### src/rtl/adcr_pkg.sv
package adcr_pkg;

    localparam int BYTE_W = 8;

    // Per-channel status and read history.
    typedef struct packed {
        logic fresh;     // new result waiting to be read
        logic lost;      // previous result overwritten before fully read
        logic lo_seen;   // low byte read since last write
        logic hi_seen;   // high byte read since last write
    } adcr_flags_t;

    localparam adcr_flags_t FLAGS_RESET = '{fresh: 1'b0, lost: 1'b0,
                                           lo_seen: 1'b1, hi_seen: 1'b1};

endpackage

### src/rtl/adcr_decode.sv
module adcr_decode #(
    parameter int NUM_CH = 2,
    parameter int CH_W   = 1
) (
    input  logic              cnv_valid,
    input  logic [CH_W-1:0]   cnv_chan,
    input  logic              rd_en,
    input  logic [CH_W-1:0]   rd_chan,
    input  logic              rd_hi,
    output logic [NUM_CH-1:0] wr_sel,
    output logic [NUM_CH-1:0] rd_lo_sel,
    output logic [NUM_CH-1:0] rd_hi_sel
);

    for (genvar g = 0; g < NUM_CH; g++) begin : g_dec
        logic wr_hit;
        logic rd_hit;
        assign wr_hit       = (cnv_chan == CH_W'(g));
        assign rd_hit       = (rd_chan  == CH_W'(g));
        assign wr_sel[g]    = cnv_valid & wr_hit;
        assign rd_lo_sel[g] = rd_en & rd_hit & ~rd_hi;
        assign rd_hi_sel[g] = rd_en & rd_hit &  rd_hi;
    end

endmodule

### src/rtl/adcr_chan.sv
module adcr_chan
    import adcr_pkg::*;
#(
    parameter int RES_W = 10
) (
    input  logic             clk,
    input  logic             rst_n,
    input  logic             wr_en,
    input  logic [RES_W-1:0] wr_data,
    input  logic             rd_lo_en,
    input  logic             rd_hi_en,
    output logic [RES_W-1:0] res_q,
    output adcr_flags_t      flags_q
);

    typedef struct packed {
        logic [RES_W-1:0] res;
        adcr_flags_t      fl;
    } chan_state_t;

    chan_state_t st_d;
    chan_state_t st_q;

    always_comb begin
        st_d = st_q;
        // Read side effects first; a same-cycle write overrides them.
        if (rd_lo_en) begin
            st_d.fl.fresh   = 1'b0;
            st_d.fl.lost    = 1'b0;
            st_d.fl.lo_seen = 1'b1;
        end
        if (rd_hi_en) begin
            st_d.fl.hi_seen = 1'b1;
        end
        if (wr_en) begin
            st_d.res        = wr_data;
            st_d.fl.fresh   = 1'b1;
            // Judged from history registered before this cycle.
            st_d.fl.lost    = ~(st_q.fl.lo_seen & st_q.fl.hi_seen);
            st_d.fl.lo_seen = 1'b0;
            st_d.fl.hi_seen = 1'b0;
        end
    end

    always_ff @(posedge clk or negedge rst_n) begin
        if (!rst_n) begin
            st_q.res <= '0;
            st_q.fl  <= FLAGS_RESET;
        end else begin
            st_q <= st_d;
        end
    end

    assign res_q   = st_q.res;
    assign flags_q = st_q.fl;

endmodule

### src/rtl/adcr_rdmux.sv
module adcr_rdmux
    import adcr_pkg::*;
#(
    parameter int NUM_CH = 2,
    parameter int RES_W  = 10,
    parameter int CH_W   = 1
) (
    input  logic [NUM_CH-1:0][RES_W-1:0] res_all,
    input  adcr_flags_t [NUM_CH-1:0]     flags_all,
    input  logic [CH_W-1:0]              rd_chan,
    input  logic                         rd_hi,
    output logic [BYTE_W-1:0]            rd_data
);

    localparam int LO_W  = RES_W - BYTE_W;
    localparam int PAD_W = BYTE_W - LO_W - 2;

    logic [NUM_CH-1:0][BYTE_W-1:0] hi_bytes;
    logic [NUM_CH-1:0][BYTE_W-1:0] lo_bytes;

    for (genvar g = 0; g < NUM_CH; g++) begin : g_fmt
        assign hi_bytes[g] = res_all[g][RES_W-1:LO_W];
        assign lo_bytes[g] = {res_all[g][LO_W-1:0], {PAD_W{1'b0}},
                              flags_all[g].lost, flags_all[g].fresh};
    end

    always_comb begin
        rd_data = '0;
        for (int i = 0; i < NUM_CH; i++) begin
            if (rd_chan == CH_W'(i)) begin
                rd_data = rd_hi ? hi_bytes[i] : lo_bytes[i];
            end
        end
    end

endmodule

### src/rtl/adcr_result_bank.sv
module adcr_result_bank
    import adcr_pkg::*;
#(
    parameter int NUM_CH = 2,
    parameter int RES_W  = 10,
    parameter int CH_W   = (NUM_CH > 1) ? $clog2(NUM_CH) : 1
) (
    input  logic              clk,
    input  logic              rst_n,
    input  logic              cnv_valid,
    input  logic [CH_W-1:0]   cnv_chan,
    input  logic [RES_W-1:0]  cnv_data,
    input  logic              rd_en,
    input  logic [CH_W-1:0]   rd_chan,
    input  logic              rd_hi,
    output logic [BYTE_W-1:0] rd_data
);

    logic [NUM_CH-1:0]             wr_sel;
    logic [NUM_CH-1:0]             rd_lo_sel;
    logic [NUM_CH-1:0]             rd_hi_sel;
    logic [NUM_CH-1:0][RES_W-1:0]  res_all;
    adcr_flags_t [NUM_CH-1:0]      flags_all;

    adcr_decode #(.NUM_CH(NUM_CH), .CH_W(CH_W)) u_decode (
        .cnv_valid (cnv_valid),
        .cnv_chan  (cnv_chan),
        .rd_en     (rd_en),
        .rd_chan   (rd_chan),
        .rd_hi     (rd_hi),
        .wr_sel    (wr_sel),
        .rd_lo_sel (rd_lo_sel),
        .rd_hi_sel (rd_hi_sel)
    );

    for (genvar g = 0; g < NUM_CH; g++) begin : g_ch
        adcr_chan #(.RES_W(RES_W)) u_chan (
            .clk      (clk),
            .rst_n    (rst_n),
            .wr_en    (wr_sel[g]),
            .wr_data  (cnv_data),
            .rd_lo_en (rd_lo_sel[g]),
            .rd_hi_en (rd_hi_sel[g]),
            .res_q    (res_all[g]),
            .flags_q  (flags_all[g])
        );
    end

    adcr_rdmux #(.NUM_CH(NUM_CH), .RES_W(RES_W), .CH_W(CH_W)) u_rdmux (
        .res_all   (res_all),
        .flags_all (flags_all),
        .rd_chan   (rd_chan),
        .rd_hi     (rd_hi),
        .rd_data   (rd_data)
    );

endmodule

### config.mk
export PLATFORM = sky130hd
export DESIGN_NAME = adcr_result_bank
export DESIGN_NICKNAME = d
export VERILOG_FILES = /design/src/rtl/adcr_pkg.sv /design/src/rtl/adcr_decode.sv /design/src/rtl/adcr_chan.sv /design/src/rtl/adcr_rdmux.sv /design/src/rtl/adcr_result_bank.sv
export SDC_FILE = /design/constraint.sdc
export NUM_CORES = 1
export LEC_CHECK = 0
export BUFFER_PORTS_ARGS = -buffer_cell sky130_fd_sc_hd__buf_2
export CAP_MARGIN = 20
export CORE_UTILIZATION = 40
export DETAILED_ROUTE_END_ITERATION = 10
export PLACE_DENSITY_LB_ADDON = 0.25
export SLEW_MARGIN = 20
export SYNTH_ARGS = -nofsm -noshare
export SYNTH_HDL_FRONTEND = slang
export SYNTH_SLANG_ARGS = --single-unit
### constraint.sdc
create_clock -name clk -period 2.15 [get_ports clk]
set_input_delay 0.215 -clock clk [delete_from_list [all_inputs] [get_ports clk]]
set_output_delay 0.215 -clock clk [all_outputs]
set_load 0.05 [all_outputs]
==> results of run 1 <==
## repair_timing
action,CTS,global route
hold endpoints to repair,24,0
buffers inserted,0,0
hold buffers,1,0
## synth_stat cells
master    count  area share, %
a31oi_1       2           0.99
mux2i_1       4            3.2
nor2_1        1           0.30
a21o_1        1           0.59
buf_6         3            2.7
a21oi_1       3            1.2
mux4_2        4            7.1
mux2_2       15             13
dfstp_2       4            8.3
dfrtp_1      24             47
a31o_2        1           0.69
nand3b_1      1           0.59
o21ai_0       1           0.39
inv_1         3           0.89
a21boi_0      1           0.59
or3b_1        1           0.69
mux2_4        5            5.9
nor2b_1       5            2.5
nand2_1       6            1.8
buf_4         2            1.2
## cell families after synthesis
logic type,after synthesis
AO/OA/AOI/OAI,9
buffers and inverters,8
flip-flops,28
multiplexers,28
AND/OR/NAND/NOR,14
## layout by cell type (no fill, tap or decap), drive strengths merged
cell	netlist	routed
buf	5	26
dfrtp	24	24
mux2	20	20
nand2	6	6
nor2b	5	5
mux2i	4	4
mux4	4	4
dfstp	4	4
clkbuf	0	4
inv	3	3
a21oi	3	3
a31oi	2	2
or3b	1	1
nor2	1	1
a21o	1	1
o21ai	1	1
nand3b	1	1
a21boi	1	1
a31o	1	1
dlygate4sd3	0	1
## power breakdown
group | internal [uW] | switching, uW
Clock | 103 | 140
Combinational | 125 | 160
Sequential | 606 | 35.6
## final timing paths
kind	depth (start not counted)	startpoint	end	slack (ns)
setup / recovery	2	g_ch[0].u_chan.res_q[8]	rd_data[6]	0.53
setup reg to reg	2	g_ch[1].u_chan.flags_q[1]	g_ch[1].u_chan.flags_q[2]	1.21
hold / removal	2	cnv_valid	g_ch[1].u_chan.flags_q[0]	0.04
min in group asynchronous	2	rst_n	g_ch[1].u_chan.flags_q[2]	0.43
max in group asynchronous	2	rst_n	g_ch[0].u_chan.res_q[8]	1.33
hold reg to reg	2	g_ch[0].u_chan.flags_q[1]	g_ch[0].u_chan.flags_q[1]	0.47
## layout make-up
| cell class | instances | area [um2] |
|---|---|---|
| Tap cell | 44 | 55.05 |
| Timing Repair Buffer | 27 | 145.1 |
| Clock buffer | 4 | 36.28 |
| Inverter | 3 | 11.26 |
| Multi-Input combinational cell | 51 | 504.2 |
| Fill cell | 289 | 1570 |
| Sequential cell | 28 | 705.7 |
## per-layer routing
layer,vias up,share of wire [%],routed length [um]
met5,-,0,0
met4,0,0.79,17
met3,2,2.9,63
met2,13,49,1053
met1,385,47,1022
li1,358,-,-
## state kept, by name, indices dropped and copies added, names as in the netlist
signal               cells
g_ch.u_chan.flags_q      8
g_ch.u_chan.res_q       20
## worst reg2reg max path: cells and delay by family (launching register included)
family          cells  cell delay, ns
compound gates      2            0.30
flops               1            0.56
## metrics by stage
stage / util [%] / setup WS [ns]
5_1_grt: 48.14 / 0.4611
6_report: 48.14 / 0.5330
3_5_place_dp: 46.61 / 0.6723
4_1_cts: 48.14 / 0.4999
3_3_place_gp: 46.61 / 0.6950
2_1_floorplan: - / 0.7501
==> out/summary.txt, run 1 <==
CTS tree: built
CP Data Arrival Time: 1.40 ns
GR Layer Usage met3: 2.198%
vias: 758
Final setup viols: 0
CP required: 1.93 ns
site row count: 20
clk buf depth: 2
Initial Util: 41.94%
I/O Pins: 25
Die Ht: 58.35 um
fmax: 618.4 MHz
Post-CTS Resized: 0
post-synthesis xor/xnor area fraction: 0%
placed cell areas: 1411 um2
outcome: complete, no violations
Max-Cap Viols: 0
Synth Area in Simple Gates: 5.813%
Clock Latency Late Sink: 0.31 ns
initial antenna violation count: 0
part of the cycle the worst path needs: 75.21%
CP max stage delay: 0.46 ns
drt via density: 4.828
Startpoint Class: flip-flop
Detail Placement HPWL: 1495 um
synthesized area: 1270 um2
Synth Area in Compound Gates: 4.433%
sequential fraction of the synthesis area: 55.57%
Hold Violations, Final: 0
Max stage delay cell, worst path: mux4_2
Avg Synthesized Cell Area: 14.60 um2
Pre-Repair DR Iteration Count: 3
CTS buffer count: 3
clock slew at reported path FFs: 0.14 ns
Area Overhead vs Synth: 14.78%
critical path start-end classification: flip-flop to primary output
met1 Use GR: 18.89%
PD cells: 803.0 nW/um2
HP Class: input port to flip-flop
critical path cell sequence: mux4_2 -> buf_2
Finished Layout Cells: 157
largest family of logic cells by synthesized area: multiplexers
total global-route track usage: 14.73%
cells after synthesis: 87
CP Max Fanout: 2
Sink Count: 28
layout cell share with drive strength beyond 1: 52.21%
initial detailed-routing violation count: 12
Root Buffer: clkbuf_4
CP top delay family: multiplexers
worst vdd ir: 0.5125 mV
design area: 1458 um2
Clock Skew: 0.003674 ns
Final Hold Slack: 0.03511 ns
Die W: 58.35 um
post-layout minimum cycle time: 1.617 ns
Port Buffers: 24
global routing's busiest layer: met2
Buf/Inv on CP: 1
syn nets: 104
Setup crit end kind: primary output
core region area: 3028 um2
Die ar.: 3404 um2
RSZ-0062 raised after global routing: false
ANT cells: 0
sum of negative setup slack: 0 ns
Worst-Margin Slew: 0.6052 ns
slew margin rel.: 59.65%
Nets: 131
M2 GR Usage: 24.63%
#FFs+latches synth: 28
largest net degree at the start of global routing: 29
warnings from Yosys: 0
post-route ant nets: 0
distinct cell type count after synthesis: 20
first-pass GRT wire length: 3691 um
DRC: 0
RD Place Congestion: 0.7114
Final Max Tran Viols: 0
CTS H-tree depth: 1
leakage: 0.0006661 uW
vias in the first global route: 808
drt total wl: 2156 um
total gr overflow: 0
multiplexer area fraction after synthesis: 29.46%
placed insts: 152
wire per inst: 13.73 um
total power: 1170 uW
adder-cell area share of the yosys netlist: 0%
Note: power is estimated with default switching activity, not from simulation.
==> inputs of run 2 (changes only) <==
==> constraint.sdc (replaced) <==
create_clock -name clk -period 1.3 [get_ports clk]
set_input_delay 0.13 -clock clk [delete_from_list [all_inputs] [get_ports clk]]
set_output_delay 0.13 -clock clk [all_outputs]
set_load 0.05 [all_outputs]
==> run 2 against run 1 <==
Compared with the run above: the flow now finishes with violations (negative setup slack); first-iteration DRC count shrank 17%; clock power grew 66%; die area is the same; critical path depth stayed put; utilization up 4.3 points; via count up 6.3%; flip-flop and latch count is the same; design area grew 8.9%; critical path type unchanged; highest routed layer unchanged.
==> out/summary.txt, run 2 (same netlist as run 1, synthesis figures left out) <==
most frequent cells in the layout: dfrtp_1 (24), buf_2 (16), mux2_2 (15) (was dfrtp_1 (24), buf_2 (24), mux2_2 (15))
Nets: 142 (was 131)
outcome: complete, but fails checks (was complete, no violations)
I/O Pins: 25 (unchanged)
PD cells: 1287 nW/um2 (was 803.0 nW/um2)
Final Util: 52.44% (was 48.14%)
CP max stage delay: 0.49 ns (was 0.46 ns)
Area Overhead vs Synth: 25.02% (was 14.78%)
placed insts: 155 (was 152)
Clock Latency Late Sink: 0.32 ns (was 0.31 ns)
post-layout minimum cycle time: 1.520 ns
CP Data Arrival Time: 1.39 ns (was 1.40 ns)
clk buf depth: 2 (unchanged)
HP Class: input port to flip-flop (unchanged)
fmax: 658.0 MHz
failing checks: negative setup slack
Die ar.: 3404 um2 (unchanged)
Max-Cap Viols: 0 (unchanged)
Final Hold Slack: 0.04293 ns (was 0.03511 ns)
Final setup viols: 4 (was 0)
core region area: 3028 um2 (unchanged)
pre-CTS setup slack: 0.09800 ns (was 0.6723 ns)
DRC: 0 (unchanged)
Max stage delay cell, worst path: mux4_2 (unchanged)
site row count: 20 (unchanged)
CP top delay family: multiplexers (unchanged)
RD Place Congestion: 0.7096 (was 0.7114)
Port Buffers: 24 (unchanged)
critical path start-end classification: flip-flop to primary output (unchanged)
Die Ht: 58.35 um (unchanged)
ANT cells: 0 (unchanged)
Startpoint Class: flip-flop (unchanged)
largest net degree at the start of global routing: 29 (unchanged)
sum of negative setup slack: -0.8187 ns (was 0 ns)
most common cell after layout, fill and taps aside: dfrtp_1
CTS tree: built (unchanged)
Setup crit end kind: primary output (unchanged)
CP required: 1.17 ns (was 1.93 ns)
Hold Violations, Final: 0 (unchanged)
layout cell share with drive strength beyond 1: 54.84% (was 52.21%)
part of the cycle the worst path needs: 116.9%
Clock Skew: 0.0006622 ns (was 0.003674 ns)
layout filler cell count: 270 (was 289)
vias: 806 (was 758)
Largest register FFs: 20 (unchanged)
Pre-Repair DR Iteration Count: 2 (was 3)
initial detailed-routing violation count: 10 (was 12)
CTS buffer count: 3 (unchanged)
worst vdd ir: 0.6976 mV (was 0.5125 mV)
first-pass GRT wire length: 3974 um (was 3691 um)
Die W: 58.35 um (unchanged)
Worst-Margin Slew: 0.5945 ns (was 0.6052 ns)
Initial Util: 41.94% (unchanged)
Buf/Inv on CP: 1 (unchanged)
Final WS setup: -0.2198 ns (was 0.5330 ns)
CTS H-tree depth: 1 (unchanged)
critical path cell sequence: mux4_2 -> buf_6 (was mux4_2 -> buf_2)
RSZ-0062 raised after global routing: true (was false)
Detail Placement HPWL: 1558 um (was 1495 um)
Sink Count: 28 (unchanged)
clock slew at reported path FFs: 0.14 ns (about the same)
drt total wl: 2292 um (was 2156 um)
slew margin rel.: 60.37% (was 59.65%)
wire per inst: 13.64 um (was 13.73 um)
Finished Layout Cells: 168 (was 157)
Final Max Tran Viols: 0 (unchanged)
leakage: 0.0007287 uW (was 0.0006661 uW)
drt via density: 4.798 (was 4.828)
CP Max Fanout: 2 (unchanged)
post-route ant nets: 0 (unchanged)
vias in the first global route: 826 (was 808)
initial antenna violation count: 0 (unchanged)
Root Buffer: clkbuf_4 (unchanged)
total gr overflow: 0 (unchanged)
total global-route track usage: 16.07% (was 14.73%)
==> run 2: changes by cell type in the layout (fill, tap and decap cells not counted) <==
cell / delta
buf_2: -8
buf_4: +11
buf_6: +6
dlygate4sd3_1: +2
==> run 2: final cells by class <==
type / count / area (um2) / share of cell area [%]
multi-input cells: 51 / 504.2 / 31.76
well taps: 44 / 55.05 / 3.467
repair buffers: 38 / 275.3 / 17.34
flip-flops and latches: 28 / 705.7 / 44.44
inverters: 3 / 11.26 / 0.7092
clock buffers: 4 / 36.28 / 2.285
==> run 2: report_power, final <==
part / internal [uW] / leakage [uW] / switching [uW]
clock network: 171 / 0.0000210 / 234
logic: 290 / 0.000386 / 285
registers: 1000 / 0.000321 / 61.0
==> run 2: final timing paths <==
path,end,slack (ns),startpoint,cells past startpoint
worst max-delay path,rd_data[6],-0.22,g_ch[1].u_chan.res_q[0],2
worst min-delay path,g_ch[0].u_chan.res_q[6],0.04,cnv_data[6],2
worst max register to register,g_ch[1].u_chan.flags_q[2],0.39,g_ch[1].u_chan.flags_q[1],2
worst min register to register,g_ch[0].u_chan.flags_q[1],0.47,g_ch[0].u_chan.flags_q[1],2
max in group asynchronous,g_ch[0].u_chan.flags_q[2],0.58,rst_n,2
min in group asynchronous,g_ch[0].u_chan.flags_q[3],0.33,rst_n,2
==> run 2: stage by stage <==
stage,cell area [um2],power (uW)
2_1_floorplan,1270,1435
3_3_place_gp,1434,1544
3_5_place_dp,1434,1565
4_1_cts,1543,2029
5_1_grt,1588,2168
6_report,1588,2043
==> run 2: what timing repair did <==
action / 4_1_cts / 5_1_grt
hold buffers: 3 / 0
pin swaps: 0 / 0
setup buffers: 2 / 4
gates resized for setup: 9 / 8
endpoints found under the setup margin: 5 / 8
hold endpoints to repair: 25 / 0
==> run 2: per-layer routing <==
layer  vias to the layer above  track usage (%)  part of all wire, %
li1                        377                -                    -
met1                       411            21.48                   48
met2                        16            25.12                   46
met3                         2            5.055                  4.6
met4                         0            5.102                  1.0
met5                         -                0                    0
==> run 2: worst register-to-register path, delay by kind of cell, from the launching register on <==
kind           cells  cell delay, ns
flip-flops         1            0.55
AO/OA/AOI/OAI      2            0.26
==> inputs of run 3 (changes only) <==
--- a/config.mk
+++ b/config.mk
@@ -7,6 +7,7 @@
 export LEC_CHECK = 0
 export BUFFER_PORTS_ARGS = -buffer_cell sky130_fd_sc_hd__buf_2
 export CAP_MARGIN = 20
+export CORE_ASPECT_RATIO = 1.75
 export CORE_UTILIZATION = 40
 export DETAILED_ROUTE_END_ITERATION = 10
 export PLACE_DENSITY_LB_ADDON = 0.25
==> run 3 against run 2 <==
Compared with the run above: setup slack better by 0.083 ns; first-iteration DRC count decreased by 40%; clock skew up 0.0019 ns; critical path type unchanged; the flow still finishes with violations (negative setup slack); clock-buffer cell count stayed put; global-route usage is 1.1 points lower; critical endpoint is now rd_data[1].
==> out/summary.txt, run 3 (same netlist as run 1, synthesis figures left out) <==
outcome: complete, but fails checks (unchanged)
failing checks: negative setup slack (unchanged)
drt via density: 4.981 (was 4.798)
Final Max Tran Viols: 0 (unchanged)
leakage: 0.0007106 uW (was 0.0007287 uW)
CP Max Fanout: 2 (unchanged)
Sink Count: 28 (unchanged)
Final Util: 52.32% (was 52.44%)
site row count: 26 (was 20)
post-layout minimum cycle time: 1.436 ns (was 1.520 ns)
placed cell areas: 1431 um2 (was 1434 um2)
critical path start-end classification: flip-flop to primary output (unchanged)
Die ar.: 3413 um2 (was 3404 um2)
Finished Layout Cells: 161 (was 168)
Largest register FFs: 20 (unchanged)
initial antenna violation count: 0 (unchanged)
slew margin rel.: 58.37% (was 60.37%)
layout cell share with drive strength beyond 1: 54.62% (was 54.84%)
Hold Violations, Final: 0 (unchanged)
vias in the first global route: 821 (was 826)
Pre-Repair DR Iteration Count: 4 (was 2)
Area Overhead vs Synth: 21.97% (was 25.02%)
CTS buffer count: 3 (unchanged)
fmax: 696.2 MHz (was 658.0 MHz)
CP Data Arrival Time: 1.31 ns (was 1.39 ns)
Final WS setup: -0.1363 ns (was -0.2198 ns)
most frequent cells in the layout: dfrtp_1 (24), buf_2 (18), mux2_2 (15) (was dfrtp_1 (24), buf_2 (16), mux2_2 (15))
DRC: 0 (unchanged)
total gr overflow: 0 (unchanged)
M2 GR Usage: 25.29% (was 25.12%)
worst vdd ir: 0.6711 mV (was 0.6976 mV)
layout filler cell count: 268 (was 270)
placed insts: 153 (was 155)
Die W: 44.60 um (was 58.35 um)
initial detailed-routing violation count: 6 (was 10)
ANT cells: 0 (unchanged)
first-pass GRT wire length: 3788 um (was 3974 um)
part of the cycle the worst path needs: 110.5% (was 116.9%)
largest net degree at the start of global routing: 29 (unchanged)
Max-Cap Viols: 0 (unchanged)
clock slew at reported path FFs: 0.09 ns (was 0.14 ns)
pre-CTS setup slack: 0.07509 ns (was 0.09800 ns)
global routing's busiest layer: met2 (unchanged)
CP required: 1.17 ns (about the same)
CTS tree: built (unchanged)
Final setup viols: 4 (unchanged)
Clock Latency Late Sink: 0.27 ns (was 0.32 ns)
Detail Placement HPWL: 1671 um (was 1558 um)
Clock Skew: 0.002588 ns (was 0.0006622 ns)
CTS H-tree depth: 1 (unchanged)
core region area: 2960 um2 (was 3028 um2)
Startpoint Class: flip-flop (unchanged)
design area: 1549 um2 (was 1588 um2)
I/O Pins: 25 (unchanged)
post-route ant nets: 0 (unchanged)
vias: 802 (was 806)
Nets: 137 (was 142)
Worst-Margin Slew: 0.6245 ns (was 0.5945 ns)
GR Layer Usage met3: 2.133% (was 5.055%)
RD Place Congestion: 0.7122 (was 0.7096)
Die Ht: 76.54 um (was 58.35 um)
Root Buffer: clkbuf_8 (was clkbuf_4)
most common cell after layout, fill and taps aside: dfrtp_1 (unchanged)
Port Buffers: 24 (unchanged)
drt total wl: 2345 um (was 2292 um)
wire per inst: 14.57 um (was 13.64 um)
PD cells: 1379 nW/um2 (was 1287 nW/um2)
clk buf depth: 2 (unchanged)
RSZ-0062 raised after global routing: true (unchanged)
HP Class: input port to flip-flop (unchanged)
Reg2Reg Setup Slack: 0.39 ns (about the same)
Setup crit end kind: primary output (unchanged)
Initial Util: 42.90% (was 41.94%)
met1 Use GR: 18.54% (was 21.48%)
total global-route track usage: 14.94% (was 16.07%)
-- run 3: layout make-up --
type,count,area (um2),area share (%)
multi-input combinational,51,504.2,32.55
clock buffer,4,55.05,3.554
inverter,3,11.26,0.7270
timing repair buffer,33,220.2,14.22
tap,42,52.55,3.393
sequential,28,705.7,45.56
-- run 3: where the power goes --
| part | internal [uW] | switching (uW) | total (uW) | leakage [uW] |
|---|---|---|---|---|
| combinational | 261 | 279 | 540 | 0.000361 |
| sequential | 1000 | 60.2 | 1060 | 0.000321 |
| clock | 271 | 262 | 533 | 0.0000288 |
-- run 3: routing by layer --
layer	vias up	routed length [um]	share of wire, %
li1	370	-	-
met1	411	1007	43
met2	17	1252	53
met3	4	50	2.1
met4	0	34	1.4
met5	-	0	0
-- run 3: stage by stage --
| step | total power [uW] | TNS [ns] | hold WS [ns] |
|---|---|---|---|
| after floorplan | 1435 | 0 | -0.1656 |
| after global placement | 1547 | 0 | 0.1631 |
| after detailed placement | 1567 | 0 | 0.1794 |
| after CTS | 2138 | -0.5671 | 0.008293 |
| after global routing | 2240 | -0.6867 | 0.01668 |
| final | 2136 | -0.5276 | 0.01664 |
-- run 3: final timing paths --
check | from | to | cells past startpoint
worst min register to register | g_ch[0].u_chan.flags_q[1] | g_ch[0].u_chan.flags_q[1] | 2
worst max register to register | g_ch[1].u_chan.flags_q[1] | g_ch[1].u_chan.flags_q[2] | 2
min in group asynchronous | rst_n | g_ch[1].u_chan.res_q[1] | 2
worst max-delay path | g_ch[1].u_chan.res_q[3] | rd_data[1] | 2
worst min-delay path | cnv_valid | g_ch[1].u_chan.flags_q[0] | 2
max in group asynchronous | rst_n | g_ch[0].u_chan.res_q[9] | 2
-- run 3: timing repair --
| item | 4_1_cts | 5_1_grt |
|---|---|---|
| endpoints found under the setup margin | 4 | 6 |
| cloned | 0 | 0 |
| hold endpoints to repair | 24 | 0 |
| hold buffers | 1 | 0 |
| resized for setup | 8 | 2 |
| buffers inserted | 0 | 3 |
-- run 3: critical path: stages, from the launching register on --
cell     delay, ns
dfrtp_1       0.39
mux4_2        0.48
buf_6         0.17
